File: src/rtl/evtmr_pkg.sv
package evtmr_pkg;
  localparam int HALF_W = 32;
  localparam int CNT_W  = 2 * HALF_W;
  localparam int ADDR_W = 6;

  // register word offsets; low word at +0, high word at +4
  localparam logic [ADDR_W-1:0] A_GCTL   = 6'h00;
  localparam logic [ADDR_W-1:0] A_CNT_LO = 6'h08;
  localparam logic [ADDR_W-1:0] A_CNT_HI = 6'h0C;
  localparam logic [ADDR_W-1:0] A_CFG_LO = 6'h10;
  localparam logic [ADDR_W-1:0] A_CFG_HI = 6'h14;
  localparam logic [ADDR_W-1:0] A_CMP_LO = 6'h18;
  localparam logic [ADDR_W-1:0] A_CMP_HI = 6'h1C;
  localparam logic [ADDR_W-1:0] A_STS    = 6'h20;

  // configuration bit positions
  localparam int B_IE   = 2;
  localparam int B_PER  = 3;
  localparam int B_CAP  = 5;
  localparam int B_SETV = 6;
  localparam int B_M32  = 8;

  typedef struct packed {
    logic ie;
    logic periodic;
    logic setval;
    logic m32;
  } chan_cfg_t;

  // equality used for matching, narrowed in 32-bit mode
  function automatic logic hit_check(logic [CNT_W-1:0] cnt,
                                     logic [CNT_W-1:0] cmp, logic m32);
    if (m32) return cnt[HALF_W-1:0] == cmp[HALF_W-1:0];
    return cnt == cmp;
  endfunction

  // comparator advance by one period; upper word frozen in 32-bit mode
  function automatic logic [CNT_W-1:0] advance(logic [CNT_W-1:0] cmp,
                                               logic [CNT_W-1:0] per,
                                               logic m32);
    logic [CNT_W-1:0] s;
    s = cmp + per;
    if (m32) return {cmp[CNT_W-1:HALF_W], s[HALF_W-1:0]};
    return s;
  endfunction
endpackage

File: src/rtl/evtmr_counter.sv
module evtmr_counter
  import evtmr_pkg::*;
(
  input  logic              clk,
  input  logic              rst_n,
  input  logic              run,
  input  logic              ld_lo,
  input  logic              ld_hi,
  input  logic [HALF_W-1:0] wdata,
  output logic [CNT_W-1:0]  cnt,
  output logic [CNT_W-1:0]  cnt_nxt
);
  logic [1:0] ld;
  assign ld = {ld_hi, ld_lo};
  assign cnt_nxt = cnt + CNT_W'(1);

  always_ff @(posedge clk) begin
    if (!rst_n) begin
      cnt <= '0;
    end else if (run) begin
      cnt <= cnt_nxt;
    end else begin
      for (int h = 0; h < 2; h++)
        if (ld[h]) cnt[h*HALF_W +: HALF_W] <= wdata;
    end
  end


  cnt_inc_chk: assert property (@(posedge clk) disable iff (!rst_n)
    run |=> cnt == $past(cnt) + CNT_W'(1));

  cnt_hold_chk: assert property (@(posedge clk) disable iff (!rst_n)
    (!run && !ld_lo && !ld_hi) |=> $stable(cnt));
endmodule

File: src/rtl/evtmr_comparator.sv
module evtmr_comparator
  import evtmr_pkg::*;
(
  input  logic              clk,
  input  logic              rst_n,
  input  logic              run,
  input  logic [CNT_W-1:0]  cnt_nxt,
  input  chan_cfg_t         cfg,
  input  logic              wr_lo,
  input  logic              wr_hi,
  input  logic [HALF_W-1:0] wdata,
  output logic [CNT_W-1:0]  cmp,
  output logic              hit
);
  logic [1:0][HALF_W-1:0] cmp_q;
  logic [1:0][HALF_W-1:0] per_q;
  logic [CNT_W-1:0]       adv;
  logic [1:0]             wr;

  assign wr  = {wr_hi, wr_lo};
  assign cmp = cmp_q;
  assign hit = run && hit_check(cnt_nxt, cmp, cfg.m32);
  assign adv = advance(cmp, per_q, cfg.m32);

  for (genvar h = 0; h < 2; h++) begin : g_half
    logic ld_cmp, ld_per;
    assign ld_cmp = wr[h] && (cfg.setval || !cfg.periodic);
    assign ld_per = wr[h] && !cfg.setval && cfg.periodic;

    always_ff @(posedge clk) begin
      if (!rst_n) begin
        cmp_q[h] <= '0;
        per_q[h] <= '0;
      end else begin
        if (ld_cmp)
          cmp_q[h] <= wdata;
        else if (hit && cfg.periodic)
          cmp_q[h] <= adv[h*HALF_W +: HALF_W];
        if (ld_per) per_q[h] <= wdata;
      end
    end
  end


  per_adv_chk: assert property (@(posedge clk) disable iff (!rst_n)
    (hit && cfg.periodic && !cfg.m32 && !wr_lo && !wr_hi)
      |=> cmp == $past(cmp) + $past(per_q));

  oneshot_hold_chk: assert property (@(posedge clk) disable iff (!rst_n)
    (hit && !cfg.periodic && !wr_lo && !wr_hi) |=> $stable(cmp));

  per_wr_keep_chk: assert property (@(posedge clk) disable iff (!rst_n)
    ((wr_lo || wr_hi) && cfg.periodic && !cfg.setval && !hit) |=> $stable(cmp));
endmodule

File: src/rtl/evtmr_regs.sv
module evtmr_regs
  import evtmr_pkg::*;
#(
  parameter bit WIDE_CAP = 1'b1
) (
  input  logic              clk,
  input  logic              rst_n,
  input  logic              bus_wr,
  input  logic [ADDR_W-1:0] bus_addr,
  input  logic              w_b0,
  input  logic              w_ie,
  input  logic              w_per,
  input  logic              w_setv,
  input  logic              w_m32,
  input  logic [CNT_W-1:0]  cnt,
  input  logic [CNT_W-1:0]  cmp,
  input  logic              hit,
  output logic              run,
  output chan_cfg_t         cfg,
  output logic              cnt_ld_lo,
  output logic              cnt_ld_hi,
  output logic              cmp_wr_lo,
  output logic              cmp_wr_hi,
  output logic              sts,
  output logic [HALF_W-1:0] rdata
);
  logic gctl_w, cfg_w, sts_w, setv_done;
  logic [HALF_W-1:0] cfg_rd;

  assign gctl_w    = bus_wr && bus_addr == A_GCTL;
  assign cfg_w     = bus_wr && bus_addr == A_CFG_LO;
  assign sts_w     = bus_wr && bus_addr == A_STS;
  assign cnt_ld_lo = bus_wr && bus_addr == A_CNT_LO;
  assign cnt_ld_hi = bus_wr && bus_addr == A_CNT_HI;
  assign cmp_wr_lo = bus_wr && bus_addr == A_CMP_LO;
  assign cmp_wr_hi = bus_wr && bus_addr == A_CMP_HI;
  assign setv_done = cmp_wr_lo && cfg.setval;

  always_ff @(posedge clk) begin
    if (!rst_n) begin
      run <= 1'b0;
      cfg <= '0;
      sts <= 1'b0;
    end else begin
      if (gctl_w) run <= w_b0;
      if (cfg_w) begin
        cfg.ie       <= w_ie;
        cfg.periodic <= w_per;
        cfg.setval   <= w_setv;
        cfg.m32      <= w_m32;
      end else if (setv_done) begin
        cfg.setval <= 1'b0;
      end
      if (hit && cfg.ie)      sts <= 1'b1;
      else if (sts_w && w_b0) sts <= 1'b0;
    end
  end

  always_comb begin
    cfg_rd         = '0;
    cfg_rd[B_IE]   = cfg.ie;
    cfg_rd[B_PER]  = cfg.periodic;
    cfg_rd[B_CAP]  = WIDE_CAP;
    cfg_rd[B_SETV] = cfg.setval;
    cfg_rd[B_M32]  = cfg.m32;
  end

  always_comb begin
    unique case (bus_addr)
      A_GCTL:   rdata = {{(HALF_W-1){1'b0}}, run};
      A_CNT_LO: rdata = cnt[HALF_W-1:0];
      A_CNT_HI: rdata = cnt[CNT_W-1:HALF_W];
      A_CFG_LO: rdata = cfg_rd;
      A_CMP_LO: rdata = cmp[HALF_W-1:0];
      A_CMP_HI: rdata = cmp[CNT_W-1:HALF_W];
      A_STS:    rdata = {{(HALF_W-1){1'b0}}, sts};
      default:  rdata = '0;
    endcase
  end


  setv_clr_chk: assert property (@(posedge clk) disable iff (!rst_n)
    (cmp_wr_lo && cfg.setval) |=> !cfg.setval);

  setv_keep_chk: assert property (@(posedge clk) disable iff (!rst_n)
    (cmp_wr_hi && cfg.setval) |=> cfg.setval);

  sts_set_chk: assert property (@(posedge clk) disable iff (!rst_n)
    (hit && cfg.ie) |=> sts);

  sts_clr_chk: assert property (@(posedge clk) disable iff (!rst_n)
    (sts_w && w_b0 && !hit) |=> !sts);
endmodule

File: src/rtl/evtmr_channel.sv
module evtmr_channel
  import evtmr_pkg::*;
#(
  parameter bit WIDE_CAP = 1'b1
) (
  input  logic              clk,
  input  logic              rst_n,
  input  logic              bus_wr,
  input  logic [ADDR_W-1:0] bus_addr,
  input  logic [HALF_W-1:0] bus_wdata,
  output logic [HALF_W-1:0] bus_rdata,
  output logic              irq
);
  logic             run, hit, sts;
  logic             cnt_ld_lo, cnt_ld_hi, cmp_wr_lo, cmp_wr_hi;
  logic [CNT_W-1:0] cnt, cnt_nxt, cmp;
  chan_cfg_t        cfg;

  evtmr_regs #(.WIDE_CAP(WIDE_CAP)) u_regs (
    .clk(clk), .rst_n(rst_n), .bus_wr(bus_wr), .bus_addr(bus_addr),
    .w_b0(bus_wdata[0]), .w_ie(bus_wdata[B_IE]), .w_per(bus_wdata[B_PER]),
    .w_setv(bus_wdata[B_SETV]), .w_m32(bus_wdata[B_M32]),
    .cnt(cnt), .cmp(cmp), .hit(hit), .run(run), .cfg(cfg),
    .cnt_ld_lo(cnt_ld_lo), .cnt_ld_hi(cnt_ld_hi),
    .cmp_wr_lo(cmp_wr_lo), .cmp_wr_hi(cmp_wr_hi),
    .sts(sts), .rdata(bus_rdata)
  );

  evtmr_counter u_counter (
    .clk(clk), .rst_n(rst_n), .run(run), .ld_lo(cnt_ld_lo), .ld_hi(cnt_ld_hi),
    .wdata(bus_wdata), .cnt(cnt), .cnt_nxt(cnt_nxt)
  );

  evtmr_comparator u_cmp (
    .clk(clk), .rst_n(rst_n), .run(run), .cnt_nxt(cnt_nxt), .cfg(cfg),
    .wr_lo(cmp_wr_lo), .wr_hi(cmp_wr_hi), .wdata(bus_wdata),
    .cmp(cmp), .hit(hit)
  );

  assign irq = sts && cfg.ie;


  irq_sts_chk: assert property (@(posedge clk) disable iff (!rst_n)
    irq |-> sts);

  hit_once_chk: assert property (@(posedge clk) disable iff (!rst_n)
    (hit && !cfg.periodic && !cmp_wr_lo && !cmp_wr_hi && !cnt_ld_lo && !cnt_ld_hi) |=> !hit);
endmodule

File: config.mk
export PLATFORM = sky130hd
export DESIGN_NAME = evtmr_channel
export DESIGN_NICKNAME = d
export VERILOG_FILES = /design/src/rtl/evtmr_pkg.sv /design/src/rtl/evtmr_counter.sv /design/src/rtl/evtmr_comparator.sv /design/src/rtl/evtmr_regs.sv /design/src/rtl/evtmr_channel.sv
export SDC_FILE = /design/constraint.sdc
export NUM_CORES = 1
export LEC_CHECK = 0
export BUFFER_PORTS_ARGS = -buffer_cell sky130_fd_sc_hd__buf_2
export CAP_MARGIN = 20
export CORE_ASPECT_RATIO = 2
export CORE_MARGIN = 2
export CORE_UTILIZATION = 54
export DETAILED_ROUTE_END_ITERATION = 10
export PLACE_DENSITY = 0.71
export SKIP_CTS_REPAIR_TIMING = 1
export SLEW_MARGIN = 0
export SYNTH_ARGS = -nofsm -noshare
export SYNTH_HDL_FRONTEND = slang
export SYNTH_SLANG_ARGS = --single-unit
File: constraint.sdc
create_clock -name clk -period 5.03 [get_ports clk]
set_input_delay 1.2575 -clock clk [delete_from_list [all_inputs] [get_ports clk]]
set_output_delay 1.2575 -clock clk [all_outputs]
set_load 0.01 [all_outputs]
==> reports/metrics.cfg <==
[outcome]
outcome = finished, final reports clean

[power_and_ir_drop]
peakVddDrop_mv = 0.245
p_total_mw = 3.34
p_per_area_nw_per_um2 = 194
power.leakage_nw = 6.72

[timing]
setup_viol = 0
whs_ps = 460
tightest_slew_ps = 1070
fin_crit_sh_pct = 94.7
final-hold-violation-count = 0
setup_tns_ps = 0
layout_setup_ws_ps = 267
slew_headroom_pct = 29.0
min_period_ps = 4760
rsz0062_at_grt = no
slew_viol_final = 0
fmax_ghz = 0.210
skew_ps = 13.5

[global_route]
grt_remaining_overflow = 0
gr-usage-met1_pct = 46.0
grt-busiest-layer = met2
grt_pass1_wl_um = 99200
grt_util_met3_pct = 8.78
grt_pass1_vias = 15776
grtUsageMet2_pct = 70.3
grt_usage_pct = 43.1
grt_max_degree = 98
antenna_found_initial = 2

[yosys]
synth_seq_cells = 198
yosysSeqAreaShare_pct = 24.9
syn_area_sq_um = 15900
yosysWarningCount = 0
synth_edf_count = 0
ys_async_sr_fraction_pct = 0
synth-main-ff-cell = dfxtp_1
yosysUniqueCellTypes = 91
synth_nets = 2143
syn_inst = 2037
syn_area_per_cell_sq_um = 7.81

[die]
core_area_sq_um = 29000
ios = 74
dieArea_sq_um = 30900
start_util_pct = 55.0
die_h_um = 247
rows = 88
die_w_um = 125

[drt]
drt_iter0_markers = 1258
ant_nets = 0
vias = 16196
wirelength_um = 67300
drc_errors = 0
via_per_inst = 6.71
wl_per_cell_um = 27.9
firstDrtPassIters = 6

[clock_tree]
clockRootBuffer = clkbuf_16
clk_pin_slew_ps = 80
cts_max_path_buffers = 2
cts_buffers = 17
clkSinkCount = 198
insertion_delay_ps = 470
htreeDepth = 4
cts_tree = built

[critical_path]
worstPathRequired_ps = 5330
critPathKind = reg -> reg
critPathArrivalTime_ps = 5070
cp-start-kind = register
critPathCaptureType = register
r2r_slack_ps = 270
worstPathMaxFanout = 32

[cells_and_area]
fin_util_pct = 59.4
instances_no_fill = 2412
area_growth_pct = 8.11
insertedDiodeCount = 0
nets = 2145
drive_gt1_share_pct = 11.8
post-route-cell-area_sq_um = 17200

[worst_hold_path]
holdCritPathClass = reg -> reg

[job]
drv_cap = 0

[place]
dp_slack_ps = 144
place_congestion = 1.10
io_buffers = 73
dp_hpwl_um = 50800
postPlaceCellArea_sq_um = 16600
dp.cells = 2380

logic make-up (layout without fill, tap and decap cells):
logic type	Yosys count	in the layout	synth area share, %
AOI/OAI and AO/OA	523	523	21.4
xor gates and xnor gates	166	166	9.40
adders and majority gates	66	66	5.22
buffers and inverters	184	199	5.08
DFF	198	198	24.9
muxes	130	130	10.4
and+or+nand+nor	770	770	23.6
synth_stat cells (all sizes together) (21+ instances only):
cell    number  share of area [%]
nand2      245                5.8
dfxtp      198                 25
nor2       196                4.6
a21oi      171                5.4
a211oi     122                5.8
clkbuf     105                2.5
xnor2       98                5.4
mux2i       88                5.5
xor2        65                3.6
ha          64                5.0
nand3       62                2.0
o21ai       62                1.9
nand4       45                1.8
a21o        41                1.9
buf         40                1.6
nor3        37                1.3
inv         36               0.85
and2        33                1.3
nor2b       32                1.3
mux4        27                3.8
nor4        26                1.2
a31oi       21               0.83
and3        21               0.83
layer usage:
metal	vias to the layer above	wire, um
li1	7412	-
met1	7690	23500
met2	778	31400
met3	312	4630
met4	4	7670
met5	-	27
registers in the layout, indices dropped and copies added, names as in the netlist:
signal,cells
u_regs.run,1
u_cmp.per_q,64
u_regs.cfg,4
u_counter.cnt,64
u_regs.sts,1
u_cmp.cmp,64
layout by cell type (no fill, tap or decap), types with 61 or more instances in the layout:
cell type  instances
a211oi_1         121
dfxtp_1          197
xnor2_1           98
mux2i_1           88
nand3_1           61
ha_1              64
buf_2             73
a21oi_1          171
nor2_1           194
nand2_1          243
xor2_1            65
cell type report:
type / count / area, sq um
Tap cell: 360 / 450
Timing Repair Buffer: 129 / 823
Clock inverter: 12 / 164
Clock buffer: 20 / 468
Inverter: 38 / 151
Multi-Input combinational cell: 1655 / 11200
Sequential cell: 198 / 3970
Fill cell: 2807 / 11800
worst max-delay path, stage by stage (launching register included):
cell and delay, ps:
dfxtp_1 590, and4_1 400, nand2_1 220, or4_1 580, nor4_1 670, xnor2_1 220, o2111ai_1 230, nor4b_2 260
nand4_1 170, o21bai_1 340, and3_2 280, buf_12 260, mux2i_1 240, a211oi_1 100
worst paths after layout:
check | from | to | cells past startpoint
hold reg to reg | u_cmp.per_q[47] | u_cmp.per_q[47] | 2
setup / recovery | u_counter.cnt[14] | u_cmp.cmp[2] | 13
hold / removal | u_cmp.per_q[47] | u_cmp.per_q[47] | 2
setup reg to reg | u_counter.cnt[14] | u_cmp.cmp[2] | 13
power breakdown:
| group | switching, mW | internal, mW | leakage (nW) |
|---|---|---|---|
| clock | 0.687 | 0.834 | 0.301 |
| sequential | 0.0192 | 1.57 | 1.60 |
| combinational | 0.161 | 0.0645 | 4.82 |
| total | 0.868 | 2.47 | 6.72 |
(Power assumes the default switching activity.)
